$ cat config.mk
export PLATFORM = sky130hd
export DESIGN_NAME = mdio_master
export DESIGN_NICKNAME = d
export VERILOG_FILES = /design/src/rtl/mdio_pkg.sv /design/src/rtl/mdio_half_timer.sv /design/src/rtl/mdio_rx_shift.sv /design/src/rtl/mdio_master.sv
export SDC_FILE = /design/constraint.sdc
export NUM_CORES = 1
export LEC_CHECK = 0
export BUFFER_PORTS_ARGS = -buffer_cell sky130_fd_sc_hd__buf_4
export CORE_ASPECT_RATIO = 1.2
export CORE_MARGIN = 5
export CORE_UTILIZATION = 50
export CTS_CLUSTER_SIZE = 28
export DETAILED_ROUTE_END_ITERATION = 6
export PLACE_DENSITY = 0.74
export SLEW_MARGIN = 20
export SYNTH_ARGS = -nofsm -noshare
export SYNTH_HDL_FRONTEND = slang
export SYNTH_SLANG_ARGS = --single-unit
$ cat constraint.sdc
create_clock -name clk -period 2.6 [get_ports clk]
set_input_delay 0 -clock clk [delete_from_list [all_inputs] [get_ports clk]]
set_output_delay 0 -clock clk [all_outputs]
set_load 0.05 [all_outputs]
$ cat src/rtl/mdio_pkg.sv
package mdio_pkg;

  localparam int FRAME_BITS = 65;
  localparam int PRE_BITS   = 32;
  localparam int DATA_FIRST = 48;
  localparam int DATA_LAST  = 63;
  localparam int TRAIL_IDX  = FRAME_BITS - 1;
  localparam int IDX_W      = $clog2(FRAME_BITS + 1);

  typedef struct packed {
    logic        write;
    logic [4:0]  phy;
    logic [4:0]  regn;
    logic [15:0] wdata;
  } mdio_req_t;

  typedef struct packed {
    logic oe;
    logic val;
  } mdio_bit_t;

  // Output enable and value of frame bit `idx` for request `r`
  function automatic mdio_bit_t frame_bit(input mdio_req_t r, input logic [IDX_W-1:0] idx);
    int k;
    mdio_bit_t b;
    k = int'(idx);
    b = '{oe: 1'b0, val: 1'b0};
    if (k < PRE_BITS)        b = '{oe: 1'b1, val: 1'b1};
    else if (k == 32)        b = '{oe: 1'b1, val: 1'b0};
    else if (k == 33)        b = '{oe: 1'b1, val: 1'b1};
    else if (k == 34)        b = '{oe: 1'b1, val: !r.write};
    else if (k == 35)        b = '{oe: 1'b1, val: r.write};
    else if (k <= 40)        b = '{oe: 1'b1, val: r.phy[3'(40 - k)]};
    else if (k <= 45)        b = '{oe: 1'b1, val: r.regn[3'(45 - k)]};
    else if (k == 46)        b = '{oe: r.write, val: r.write};
    else if (k == 47)        b = '{oe: r.write, val: 1'b0};
    else if (k <= DATA_LAST) b = '{oe: r.write, val: r.write & r.wdata[4'(DATA_LAST - k)]};
    return b;
  endfunction

endpackage

$ cat src/rtl/mdio_half_timer.sv
module mdio_half_timer #(
  parameter int DIV_HALF = 4
) (
  input  logic clk,
  input  logic rst,
  input  logic run,
  output logic tick
);
  localparam int CW = $clog2(DIV_HALF + 1);

  logic [CW-1:0] cnt_q;

  assign tick = run && (cnt_q == CW'(DIV_HALF - 1));

  always_ff @(posedge clk) begin
    if (rst || !run) cnt_q <= '0;
    else if (tick)   cnt_q <= '0;
    else             cnt_q <= cnt_q + 1'b1;
  end

  // the counter never passes the last clock of a half period
  a_r2_cnt_bound: assert property (@(posedge clk) disable iff (rst)
    cnt_q <= CW'(DIV_HALF - 1));

endmodule

$ cat src/rtl/mdio_rx_shift.sv
module mdio_rx_shift #(
  parameter int W = 16
) (
  input  logic         clk,
  input  logic         rst,
  input  logic         en,
  input  logic         din,
  output logic [W-1:0] dout
);
  always_ff @(posedge clk) begin
    if (rst)     dout <= '0;
    else if (en) dout <= {dout[W-2:0], din};
  end
endmodule

$ cat src/rtl/mdio_master.sv
module mdio_master
  import mdio_pkg::*;
#(
  parameter int DIV_HALF = 4
) (
  input  logic        clk,
  input  logic        rst,
  input  logic        req_valid,
  input  logic        req_write,
  input  logic [4:0]  req_phy,
  input  logic [4:0]  req_reg,
  input  logic [15:0] req_wdata,
  input  logic        mdio_i,
  output logic        busy,
  output logic        done,
  output logic [15:0] rd_data,
  output logic        mdc,
  output logic        mdio_o,
  output logic        mdio_oe
);

  logic             busy_q, done_q, mdc_q, o_q, oe_q;
  logic [15:0]      rd_q;
  logic [IDX_W-1:0] idx_q;
  mdio_req_t        req_q, new_req;
  mdio_bit_t        first_bit, next_bit;
  logic             tick, low_end, high_end, last_bit, in_rx_win;
  logic [15:0]      rx_word;

  assign new_req   = '{write: req_write, phy: req_phy, regn: req_reg, wdata: req_wdata};
  assign first_bit = frame_bit(new_req, '0);
  assign next_bit  = frame_bit(req_q, idx_q + 1'b1);

  mdio_half_timer #(.DIV_HALF(DIV_HALF)) u_timer (
    .clk  (clk),
    .rst  (rst),
    .run  (busy_q),
    .tick (tick)
  );

  assign low_end   = tick && !mdc_q;
  assign high_end  = tick && mdc_q;
  assign last_bit  = (idx_q == IDX_W'(TRAIL_IDX));
  assign in_rx_win = !req_q.write && (idx_q >= IDX_W'(DATA_FIRST)) && (idx_q <= IDX_W'(DATA_LAST));

  mdio_rx_shift #(.W(16)) u_rx (
    .clk  (clk),
    .rst  (rst),
    .en   (high_end && in_rx_win),
    .din  (mdio_i),
    .dout (rx_word)
  );

  always_ff @(posedge clk) begin
    if (rst) begin
      busy_q <= 1'b0;
      done_q <= 1'b0;
      mdc_q  <= 1'b0;
      o_q    <= 1'b0;
      oe_q   <= 1'b0;
      rd_q   <= '0;
      idx_q  <= '0;
    end else begin
      done_q <= 1'b0;
      if (!busy_q) begin
        if (req_valid) begin
          req_q        <= new_req;
          busy_q       <= 1'b1;
          idx_q        <= '0;
          mdc_q        <= 1'b0;
          {oe_q, o_q}  <= first_bit;
        end
      end else if (low_end) begin
        mdc_q <= 1'b1;
      end else if (high_end) begin
        mdc_q <= 1'b0;
        if (last_bit) begin
          busy_q <= 1'b0;
          done_q <= 1'b1;
          o_q    <= 1'b0;
          oe_q   <= 1'b0;
          if (!req_q.write) rd_q <= rx_word;
        end else begin
          idx_q       <= idx_q + 1'b1;
          {oe_q, o_q} <= next_bit;
        end
      end
    end
  end

  assign busy    = busy_q;
  assign done    = done_q;
  assign rd_data = rd_q;
  assign mdc     = mdc_q;
  assign mdio_o  = o_q;
  assign mdio_oe = oe_q;

  // completion cycle leaves the bus idle and not busy
  a_r10_done_idle: assert property (@(posedge clk) disable iff (rst)
    done |-> (!busy && !mdc && !mdio_oe && !mdio_o));

  // done is a single-cycle pulse
  a_r10_done_single: assert property (@(posedge clk) disable iff (rst)
    done |=> !done);

  // data line is steady across the high phase
  a_r2_stable_high: assert property (@(posedge clk) disable iff (rst)
    (mdc && $past(mdc)) |-> ($stable(mdio_o) && $stable(mdio_oe)));

  // clock only toggles within a transaction
  a_r2_mdc_busy: assert property (@(posedge clk) disable iff (rst)
    mdc |-> busy);

  // a running transaction keeps its captured request
  a_r11_hold_req: assert property (@(posedge clk) disable iff (rst)
    busy |=> $stable(req_q));

  // read releases the line from turnaround onward
  a_r6_read_release: assert property (@(posedge clk) disable iff (rst)
    (busy && !req_q.write && idx_q >= IDX_W'(46)) |-> !mdio_oe);

  // trailing bit is never driven
  a_r8_trail_off: assert property (@(posedge clk) disable iff (rst)
    (busy && last_bit) |-> (!mdio_oe && !mdio_o));

endmodule

==> summary by stage, run 1 <==
Placement
Before CTS, the worst setup slack after placement is 0.0981 ns. The congestion estimate from routability-driven global placement came to just under 0.9. After detailed placement, the total cell area comes to ~0.0038 sq mm.

Port buffering added 51 buffers. The HPWL after detailed placement is between 4 and 5 mm.

Die
In this run the vertical extent of the chip is 99.5 um. The initial utilization of the core area, before any placement, comes to 0.515. The horizontal extent of the die is 84.6 um.

In this run the count of I/O pins placed on the die edge is 52. The floorplan step defined a core boundary enclosing 0.00649 sq mm. The die area is 0.00842 sq mm. After floorplanning, the core was divided into 32 placement rows.

Worst setup path
The startpoint kind of the worst setup timing path is a flip-flop. Of all nets on the critical path, the largest fanout is 8. The capturing element of the worst setup path is mdio_o.

The endpoint required time on the critical path is about 2.9 ns. Measured in cells, the most critical reg-to-reg path has a length of 9. Data arrives at the worst endpoint at between 2 and 3 ns. The critical path starts at idx_q[0]. The endpoint of the worst-slack reg-to-reg timing path is mdio_o.

The worst setup path is captured at a flip-flop. In this run the critical register-to-register path is launched from idx_q[0]. The worst register-to-register path has a setup slack of approximately 0.18 ns. The critical path start-end classification is reg2reg.

CTS
The CTS tree is done. Counting along the longest clock path gives a buffer depth of 2. In this run, CTS created clock tree buffers numbering 9. The number of H-tree levels is 3. The register clock-pin slew on the reported worst setup and hold paths is about 0.080 ns. For the worst-skew pair, the clock arrives at the later sink with an insertion delay of 0.34 ns. The buffer type at the clock tree root is sky130_fd_sc_hd__clkbuf_8. The total number of clock tree sinks is 74.

Timing
The number of failing setup endpoints in the final timing report is 0. Static timing analysis puts the maximum clock frequency at just over 0.4 GHz. After layout, the worst setup slack is approximately 0.18 ns. Setup repair after global routing left no endpoint under its margin. The worst relative slew slack is 0.265.

The number of max-slew violations in the final report is 0. At the pin with the least slew margin, the transition time is 1.10 ns. The routed design could run at a clock period as short as roughly 2.4 ns. Dividing the final minimum period by the clock period gives 0.929. The total negative slack is 0 ns. The clock skew is roughly 0.011 ns. The hold violation count in the final report is 0.

Synthesis
After synthesis the cells add up to ~0.0033 sq mm. The synthesized design contains 27 enable-type register cells. The share of flip-flops with an asynchronous set or reset after synthesis is 0.

The share of synthesized area in the top cell type comes to 0.282. The synthesized netlist contains roughly 60 unique library cells. The sequential area share after synthesis is 0.525. The post-synthesis net count is between 300 and 400. Yosys attributes the largest share of cell area to sky130_fd_sc_hd__dfxtp_1 28%, sky130_fd_sc_hd__edfxtp_1 24%, sky130_fd_sc_hd__mux2i_1 12%. Synthesis inferred 74 register bits. The synthesized instance count is 299. The largest total area in the synthesized netlist belongs to sky130_fd_sc_hd__dfxtp_1. Each instance of the synthesized netlist takes up on average between 10 and 15 sq um. The flip-flop cell with the highest count after synthesis is sky130_fd_sc_hd__dfxtp_1. The count of synthesis-stage warnings from yosys is 0.

Routing
The total routed wirelength is 7.08 mm. Across all layers, the routed design uses 2554 vias. For this run, the detailed router's first-pass iteration total came to 4. The number of violations reported at the end of detailed-routing iteration 0 is 164. The routed wirelength normalized by instance count is 15.1 um. The detailed-route vias per instance is between 5 and 6. The number of nets with antenna violations after routing is 0.

The remaining design rule violation count is 0.

Job
The max capacitance violation total is 0.

Run status
The run finished with clean final reports.

Finish
In the final layout, the share of cells above drive strength 1 is 0.238. In the layout the commonest cells are 58 x sky130_fd_sc_hd__buf_4, 46 x sky130_fd_sc_hd__nor2_1, 45 x sky130_fd_sc_hd__dfxtp_1. The final design instance area without fill is about 0.0043 sq mm. The most common library cell in the layout ignoring fill and taps is sky130_fd_sc_hd__buf_4. The number of nets at the end of the flow is ~420. The area added between synthesis and finish is 28.4%. 0 antenna diodes ended up in the layout.

Global routing
For this run, the total global-route usage over all layers was measured as 0.177. The wire length of the first global-routing pass is 11.8 mm. Entering global routing, the biggest net connects between 40 and 50 pins.

The initial antenna violation count is 0. The via count of the first global-routing pass is roughly 2600. For this run the aggregate overflow at the end of global routing stands at 0.

Hold path
The path class of the tightest hold or removal check is in2reg.

Power
The leakage power summed over all cells is between 1.5 and 2 nW. Dividing total power by cell area gives a power density of around 530 mW/mm^2. The post-route total power is around 2.3 mW. The peak supply drop is around 0.38 mV.
state kept, by name (all words and copies together) (netlist names):
signal,count
req_q,27
rd_data,16
u_timer.cnt_q,3
mdc,1
idx_q,7
done,1
busy,1
u_rx.dout,16
mdio_oe,1
mdio_o,1
layout make-up:
class / instances / area [sq um]
inverter: 9 / 33.8
clock inverter: 6 / 73.8
tap: 85 / 106
clock buffer: 10 / 138
timing repair buffer: 87 / 726
multi-input combinational: 197 / 1450
fill: 497 / 2200
sequential: 74 / 1750
synthesized netlist by cell type, types with 3 or more instances:
master / n
sky130_fd_sc_hd__a311oi_1: 3
sky130_fd_sc_hd__ha_1: 10
sky130_fd_sc_hd__a211oi_1: 3
sky130_fd_sc_hd__a31oi_1: 4
sky130_fd_sc_hd__nor3_1: 5
sky130_fd_sc_hd__nand3_1: 6
sky130_fd_sc_hd__mux2i_1: 39
sky130_fd_sc_hd__clkbuf_1: 9
sky130_fd_sc_hd__nand2_1: 9
sky130_fd_sc_hd__a21oi_1: 12
sky130_fd_sc_hd__nor4_1: 3
sky130_fd_sc_hd__buf_6: 3
sky130_fd_sc_hd__and3_1: 5
sky130_fd_sc_hd__mux4_2: 4
sky130_fd_sc_hd__dfxtp_1: 47
sky130_fd_sc_hd__edfxtp_1: 27
sky130_fd_sc_hd__inv_1: 9
sky130_fd_sc_hd__buf_2: 4
sky130_fd_sc_hd__nor2_1: 47
sky130_fd_sc_hd__o21ai_0: 3
cells by family (layout without fill, tap and decap cells):
logic type | Yosys count | in the layout | share of synthesized area
muxes | 43 | 43 | 0.144
AOI/OAI and AO/OA | 49 | 49 | 0.109
xor gates and xnor gates | 2 | 2 | 0.00525
adders and majority gates | 10 | 10 | 0.0375
buffers and inverters | 28 | 112 | 0.0412
DFF | 74 | 74 | 0.525
and+or+nand+nor | 93 | 93 | 0.138
power breakdown:
part | internal [mW] | total [mW] | switching (mW)
sequential | 1.22 | 1.23 | 0.0122
combinational | 0.0758 | 0.138 | 0.0622
clock | 0.479 | 0.915 | 0.436
worst min-delay path by stage:
stage,start,to,slack [ns],cells after the start
2_1_floorplan,req_wdata[0],req_q[0],0.1,0
3_3_place_gp,req_wdata[2],req_q[2],0.18,1
3_5_place_dp,req_wdata[14],req_q[14],0.18,1
4_1_cts,rst,rd_data[13],0.08,2
5_1_grt,rst,rd_data[7],0.1,2
6_report,rst,idx_q[5],0.09,2
repair_timing:
action                                  4_1_cts  5_1_grt
setup buffers                                 0        0
hold buffers                                 29        0
endpoints found under the setup margin        0        2
hold endpoints to repair                     29        0
gates resized for setup                       0        4
layer usage:
metal,global-route usage,routed length (um),part of all wire,vias to the layer above
met3,0.0439,291,0.041,20
met5,0,0,0,-
met1,0.207,2980,0.42,1200
li1,-,-,-,1252
met4,0.0877,216,0.031,0
met2,0.301,3590,0.51,82
per-stage QoR:
step	hold slack, ns	utilization	instances
after global routing	0.0993	0.661	468
after global placement	0.179	0.583	423
after floorplan	0.0989	-	299
final	0.0949	0.661	468
after CTS	0.0819	0.660	468
after detailed placement	0.179	0.583	423
worst max-delay path, cell delays in order (launching register included):
cell and delay [ns]:
sky130_fd_sc_hd__dfxtp_2 0.36, sky130_fd_sc_hd__ha_1 0.22, sky130_fd_sc_hd__ha_2 0.39, sky130_fd_sc_hd__inv_1 0.10, sky130_fd_sc_hd__ha_1 0.34, sky130_fd_sc_hd__mux2i_1 0.13
sky130_fd_sc_hd__o22a_1 0.18, sky130_fd_sc_hd__a2111oi_0 0.38, sky130_fd_sc_hd__o21ai_0 0.13, sky130_fd_sc_hd__o211ai_1 0.11
Note: power is estimated with default switching activity, not from simulation.
==> run 2: changes to the inputs <==
- HOLD_SLACK_MARGIN: not set -> 0.12
- RECOVER_POWER: not set -> 25
==> run 2 against run 1 <==
Against the previous run:
- worst setup slack lost 0.0098 ns
- sequential share of layout area is essentially flat
- cell count grew 0.21%
- clock power is essentially flat
- worst hold slack gained 0.30 ns
- clock skew is essentially flat
- flip-flop and latch count is the same
- largest power group unchanged
- critical path type unchanged
- global-route usage is the same
==> summary by stage, run 2 (synthesized netlist as in run 1, its figures left out) <==
Finish
The most common library cell in the layout ignoring fill and taps is sky130_fd_sc_hd__nor2_1. The flip-flop count of the largest register after layout is 27. The area of all sequential standard cells is approximately 0.0018 sq mm.

The non-filler instance count after layout is around 470. The final standard cell utilization of the core is 0.660. Ranked by flip-flop count, first place goes to req_q. Counting the fill cells in the layout gives 498. The final design instance area without fill is 0.00428 sq mm. The top cell types in the final layout, fill and taps aside, are 46 x sky130_fd_sc_hd__nor2_1, 45 x sky130_fd_sc_hd__dfxtp_1, 39 x sky130_fd_sc_hd__mux2i_1.

0 antenna diodes ended up in the layout. The fraction of final layout cells with drive strength greater than 1 is 0.229. The number of nets at the end of the flow is 420.

Relative to the synthesized area, the layout overhead comes to 28.3%. The area taken by multi-input logic gates is approximately 0.0015 sq mm.

CTS
Post-CTS timing repair inserted 0 buffers for setup. CTS built an H-tree with a depth of 3. Clock-pin slew was measured on the worst setup and hold paths at around 0.08 ns. The CTS tree is done. The buffer type at the clock tree root is sky130_fd_sc_hd__clkbuf_8. No sink is reached through more buffers than the 2 on the longest clock path.

Buffers inserted during clock tree synthesis total 9. The total number of clock tree sinks is 74. The clock latency reported for the late side of the worst-skew pair is 0.34 ns.

Die
After floorplanning, the core was divided into 32 placement rows. For this configuration, the core starts out at a cell density of 0.515. The die span in y is 99.5 um.

The die covers 0.00842 sq mm. The number of I/O pins is 52. In this run the standard cell core region covers roughly 0.0065 sq mm.

The horizontal extent of the die is between 80 and 90 um.

Power
Of the total power, the clock network draws 0.401. Total power for the finished layout comes to around 2.3 mW. The portion of total power attributed to sequential cells is 0.540.

The peak supply drop is about 0.38 mV. The areal power density over the cells is about 530 mW/mm^2. The part of the total power dissipated in combinational logic is 0.059. The analysis attributes to cell leakage a power of approximately 1.7 nW.

The analysis attributes to net switching a power of between 0.5 and 0.6 mW. Of the total power, the share spent switching nets is 0.223. The internal power of the cells totals around 1.8 mW.

Hold path
The worst hold path terminates at req_q[18]. The worst hold path passes through 2 cells. In this run the most critical hold path is launched from req_reg[2]. The path class of the tightest hold or removal check is in2reg.

Worst setup path
The startpoint of the lowest-slack register-to-register path is idx_q[0]. The endpoint of the worst-slack reg-to-reg timing path is mdio_o. In this run the register-to-register setup slack is ~0.17 ns.

The critical path is of the reg2reg type. STA puts the critical path data arrival time at between 2 and 3 ns. For the worst flop-to-flop path, the logic depth is 9.

The worst setup path is launched from a flip-flop. The maximum fanout along the worst path is 8. The endpoint required time on the critical path is about 2.9 ns. STA classifies the critical path endpoint as a flip-flop.

Global routing
In the global route stage, overall resource usage came out at 0.177. The maximum number of pins on one net before global-route repair is between 40 and 50. The initial antenna violation count came to 0. The first global-routing pass estimated about 12 mm of wire.

The via count of the first global-routing pass is 2555. For this run the aggregate overflow at the end of global routing stands at 0.

Run status
The run finished with clean final reports.

Timing
The post-route clock period utilization is 0.933. The number of failing setup endpoints in the final timing report is 0. Clock skew on the completed layout was measured at about 0.011 ns.

The worst relative slew slack is 0.267. The minimum clock period after layout is approximately 2.4 ns. Setup repair after global routing left no endpoint under its margin. On the final layout, the worst hold slack is 0.392 ns. Across all setup checks in the final design, the least slack found is 0.175 ns. The slew at the pin with the worst max-slew slack is ~1.1 ns. The hold violation count in the final report is 0. Timing would allow up to between 0.4 and 0.5 GHz. The number of max-slew violations in the final report is 0.

The total negative slack is 0 ns.

Routing
The number of nets with antenna violations after routing is 0. Wires add up to 7.03 mm. The remaining design rule violation count is 0. In this run, the number of DRC markers left after iteration 0 of detailed routing was between 150 and 200.

In the final routed layout, each cell accounts on average for 15.0 um. The detailed-route vias per instance is between 5 and 6. The routed via count is between 2000 and 3000.

The first detailed-routing pass took 4 iterations.

Placement
Before CTS, the worst setup slack after placement is 0.0981 ns. Summing all placed instances gives a cell area of roughly 0.0038 sq mm. Counting tap cells, the placed design contains a total of approximately 420 instances. Once detailed placement completed, the half-perimeter wirelength came to about 4.8 mm. The final RePlAce weighted congestion is just under 0.9. Buffers placed on the I/O ports in this run total a little over 50.

Job
The tool flagged a number of max-cap violations equal to 0.
run 2: timing repair:
action | in CTS | in global routing
hold buffers | 30 | 0
resized for setup | 0 | 4
setup endpoints to repair | 0 | 2
endpoints found under the hold margin | 67 | 0
run 2: layout make-up:
class,instances,area share
tap,85,0.0248
clock buffer,10,0.0321
multi-input combinational,197,0.339
timing repair buffer,88,0.169
sequential,74,0.409
inverter,9,0.00789
clock inverter,6,0.0172
run 2: metal layers:
metal,up-vias,GRT usage,share of wire
met5,-,0,0
met4,0,0.0877,0.031
met3,20,0.0431,0.037
met2,64,0.301,0.51
met1,1194,0.208,0.42
li1,1252,-,-
run 2: worst max-delay path, stage by stage, from the launching register on:
cell and delay [ns]:
sky130_fd_sc_hd__dfxtp_2 0.36, sky130_fd_sc_hd__ha_1 0.22, sky130_fd_sc_hd__ha_2 0.39, sky130_fd_sc_hd__inv_1 0.10, sky130_fd_sc_hd__ha_1 0.34, sky130_fd_sc_hd__mux2i_1 0.13, sky130_fd_sc_hd__o22a_1 0.18, sky130_fd_sc_hd__a2111oi_0 0.39
sky130_fd_sc_hd__o21ai_0 0.13, sky130_fd_sc_hd__o211ai_1 0.11
run 2: power groups by stage:
stage                     Sequential (mW)  Clock, mW  Combinational [mW]
after floorplan                      1.27          0              0.0395
after global placement               1.26          0               0.101
after detailed placement             1.26          0               0.103
after CTS                            1.23      0.945               0.139
after global routing                 1.24      0.991               0.148
final                                1.23      0.915               0.135
run 2: worst max path at each step:
stage / startpoint / to / cells past startpoint
floorplan: idx_q[0] / mdio_o / 12
global placement: idx_q[1] / mdio_o / 8
detailed placement: idx_q[1] / mdio_o / 8
CTS: idx_q[0] / mdio_o / 8
global route: idx_q[0] / mdio_o / 9
finish: idx_q[0] / mdio_o / 9
==> run 3: changes to the inputs <==
- PLACE_DENSITY: 0.74 -> 0.72
- clock period: 2.6 -> 3 ns (I/O delays scaled with it)
==> run 3 against run 2 <==
Against the previous run:
- wire length increased by 4.1%
- highest routed layer unchanged
- worst hold slack got worse by 0.022 ns
- first-iteration DRC count increased by 6.1%
- non-clock buffer count decreased by 2
- global-route usage increased by 0.68 points
- clock-buffer cell count decreased by 1
- cell count decreased by 0.43%
- largest power group unchanged
- sequential share of layout area increased by 0.39 points
==> summary by stage, run 3 (synthesized netlist as in run 1, its figures left out) <==
Finish
The final layout contains 418 nets. The antenna cell count is 0. After routing the design area is between 0.004 and 0.005 sq mm. The register bank with the most flops is req_q.

The fraction of final layout cells with drive strength greater than 1 is 0.215. The area growth from synthesis to layout is 26.9%. The library cell used most frequently in the layout, excluding fill and tap cells, is sky130_fd_sc_hd__dfxtp_1. Leaving out fill and tap cells, the most frequent cells in the layout are 47 x sky130_fd_sc_hd__dfxtp_1, 46 x sky130_fd_sc_hd__nor2_1, 39 x sky130_fd_sc_hd__mux2i_1. The register with the most flip-flops in the layout has 27 of them.

The non-filler instance count after layout is 467.

Routing
The number of nets with antenna violations after routing is 0. After detailed routing, the number of remaining DRC violations is 0. The total routed wirelength is approximately 7.3 mm.

The detailed-route vias per instance is between 5 and 6. The number of iterations in the first detailed-routing pass is 4. After detailed routing, the average wire length per cell comes to 15.7 um. The routed layout has approximately 2500 vias. The detailed router finished its first iteration with 190 violations.

Timing
The slew at the pin with the worst max-slew slack is around 1.1 ns. Static timing analysis puts the maximum clock frequency at approximately 0.36 GHz. The post-route clock period utilization is 0.917. Setup violations remaining at the end of the flow were counted as 0. The number of max-slew violations in the final report is 0.

Setup repair after global routing left no endpoint under its margin. The hold violation count in the final report is 0. The minimum clock period after layout is between 2 and 3 ns. Adding up every negative setup slack in the final design gives 0 ns. The worst relative slew slack is 0.242. The clock skew is 0.0116 ns.

Die
The initial utilization of the core area, before any placement, comes to 0.515. The initialized floorplan defines 32 standard-cell rows. The die covers about 0.0084 sq mm.

The floorplan step set the die width to roughly 85 um. Pin placement for this block handled 52 I/O pins. From bottom edge to top edge, the die measures between 90 and 100 um. The core region is about 0.0065 sq mm.

Global routing
Global routing finished with a remaining overflow of 0. The routing layer with the top usage in global route is met2. The via count of the first global-routing pass came to ~2600. In the global route stage, overall resource usage came out at 0.184. The first global-routing pass estimated 12.3 mm of wire. In the global route stage, met2 resource usage came out at 0.299. The met1 usage in global routing is 0.224. For met3 alone, demand over resource in global routing was 0.0439.

The initial antenna violation count came to 0. Entering global routing, the biggest net connects roughly 50 pins.

Placement
The half-perimeter wire length of the detailed placement result is approximately 4.8 mm. The final RePlAce weighted congestion is around 0.86. The number of placed instances with taps included is 420. Once placement finished, the instance area stood at around 0.0038 sq mm. The count of buffers added on input and output ports is between 50 and 60.

CTS
The buffer type at the clock tree root is sky130_fd_sc_hd__clkbuf_8. Clock latency on the worst-skew pair, taken at its later pin, is about 0.35 ns. The longest clock path from root to sink contains 2 buffers. After clock tree synthesis, the setup repair step added 0 buffers. TritonCTS built the clock tree. The TritonCTS buffer count is 9. The total number of clock tree sinks is 74. The H-tree was split into 3 levels. The register clock-pin slew on the reported worst setup and hold paths is roughly 0.090 ns.

Job
The max capacitance violation total is 0.

Power
The share of total power dissipated in combinational logic is 0.062. The internal power consumption is ~1.4 mW. The clock network power share is 0.378. The leakage power summed over all cells is roughly 1.7 nW. The power dissipated by switching net loads is between 0.4 and 0.5 mW. The switching share of power is 0.248. The peak supply drop is 0.291 mV. Dividing total power by cell area gives a power density of about 450 mW/mm^2. The portion of total power attributed to sequential cells is 0.560.

Worst setup path
For the worst setup path, the data arrival time is ~3 ns. The type of destination of the critical path is a flip-flop. The endpoint required time on the critical path is approximately 3.2 ns.

The critical path start-end classification is reg2reg. The startpoint kind of the worst setup timing path is a flip-flop. The maximum fanout along the worst path is 9.

Run status
The flow ran to the end, and the final reports show no timing, DRC or antenna violations.

Hold path
The min-delay analysis places its worst path in the category in2reg.
## run 3: worst max-delay path, cell delays in order, from the launching register on
cell and delay, ns:
sky130_fd_sc_hd__dfxtp_1 0.40, sky130_fd_sc_hd__ha_1 0.31, sky130_fd_sc_hd__ha_1 0.41, sky130_fd_sc_hd__ha_1 0.23
sky130_fd_sc_hd__inv_1 0.05, sky130_fd_sc_hd__o311ai_0 0.67, sky130_fd_sc_hd__a21oi_1 0.15, sky130_fd_sc_hd__a311oi_1 0.28
sky130_fd_sc_hd__o211ai_1 0.13
## run 3: final timing paths
path | start | end | slack, ns | depth (start not counted)
worst min-delay path | req_reg[4] | req_q[20] | 0.37 | 2
worst max register to register | idx_q[1] | mdio_o | 0.25 | 8
worst max-delay path | idx_q[1] | mdio_o | 0.25 | 8
worst min register to register | u_timer.cnt_q[0] | u_timer.cnt_q[0] | 0.42 | 1
## run 3: final cells by class
cell class | count | area (sq um)
Fill cell | 536 | 2250
Inverter | 9 | 33.8
Multi-Input combinational cell | 197 | 1450
Clock buffer | 9 | 124
Tap cell | 85 | 106
Clock inverter | 7 | 57.6
Sequential cell | 74 | 1750
Timing Repair Buffer | 86 | 712
## run 3: power groups by stage
stage / combinational, mW / sequential, mW / clock [mW]
floorplan: 0.0342 / 1.10 / 0
global placement: 0.0886 / 1.09 / 0
detailed placement: 0.0903 / 1.09 / 0
CTS: 0.121 / 1.07 / 0.739
global route: 0.129 / 1.07 / 0.780
finish: 0.118 / 1.07 / 0.722
## run 3: repair_timing
item                                   CTS  global route
hold buffers                            31             0
gates resized for setup                  0             1
endpoints found under the hold margin   67             0
setup endpoints to repair                0             1
## run 3: metrics by stage
stage	setup slack [ns]	total power [mW]	util	hold WS, ns
CTS	0.302	1.93	0.655	0.342
finish	0.248	1.91	0.653	0.370
floorplan	0.322	1.13	-	0.0989
global placement	0.435	1.18	0.579	0.179
detailed placement	0.317	1.18	0.579	0.180
global route	0.0168	1.98	0.653	0.366
## run 3: per-layer routing
metal / share of wire / routed length, um
met1: 0.42 / 3050
met2: 0.50 / 3690
met3: 0.049 / 359
met4: 0.030 / 216
met5: 0 / 0
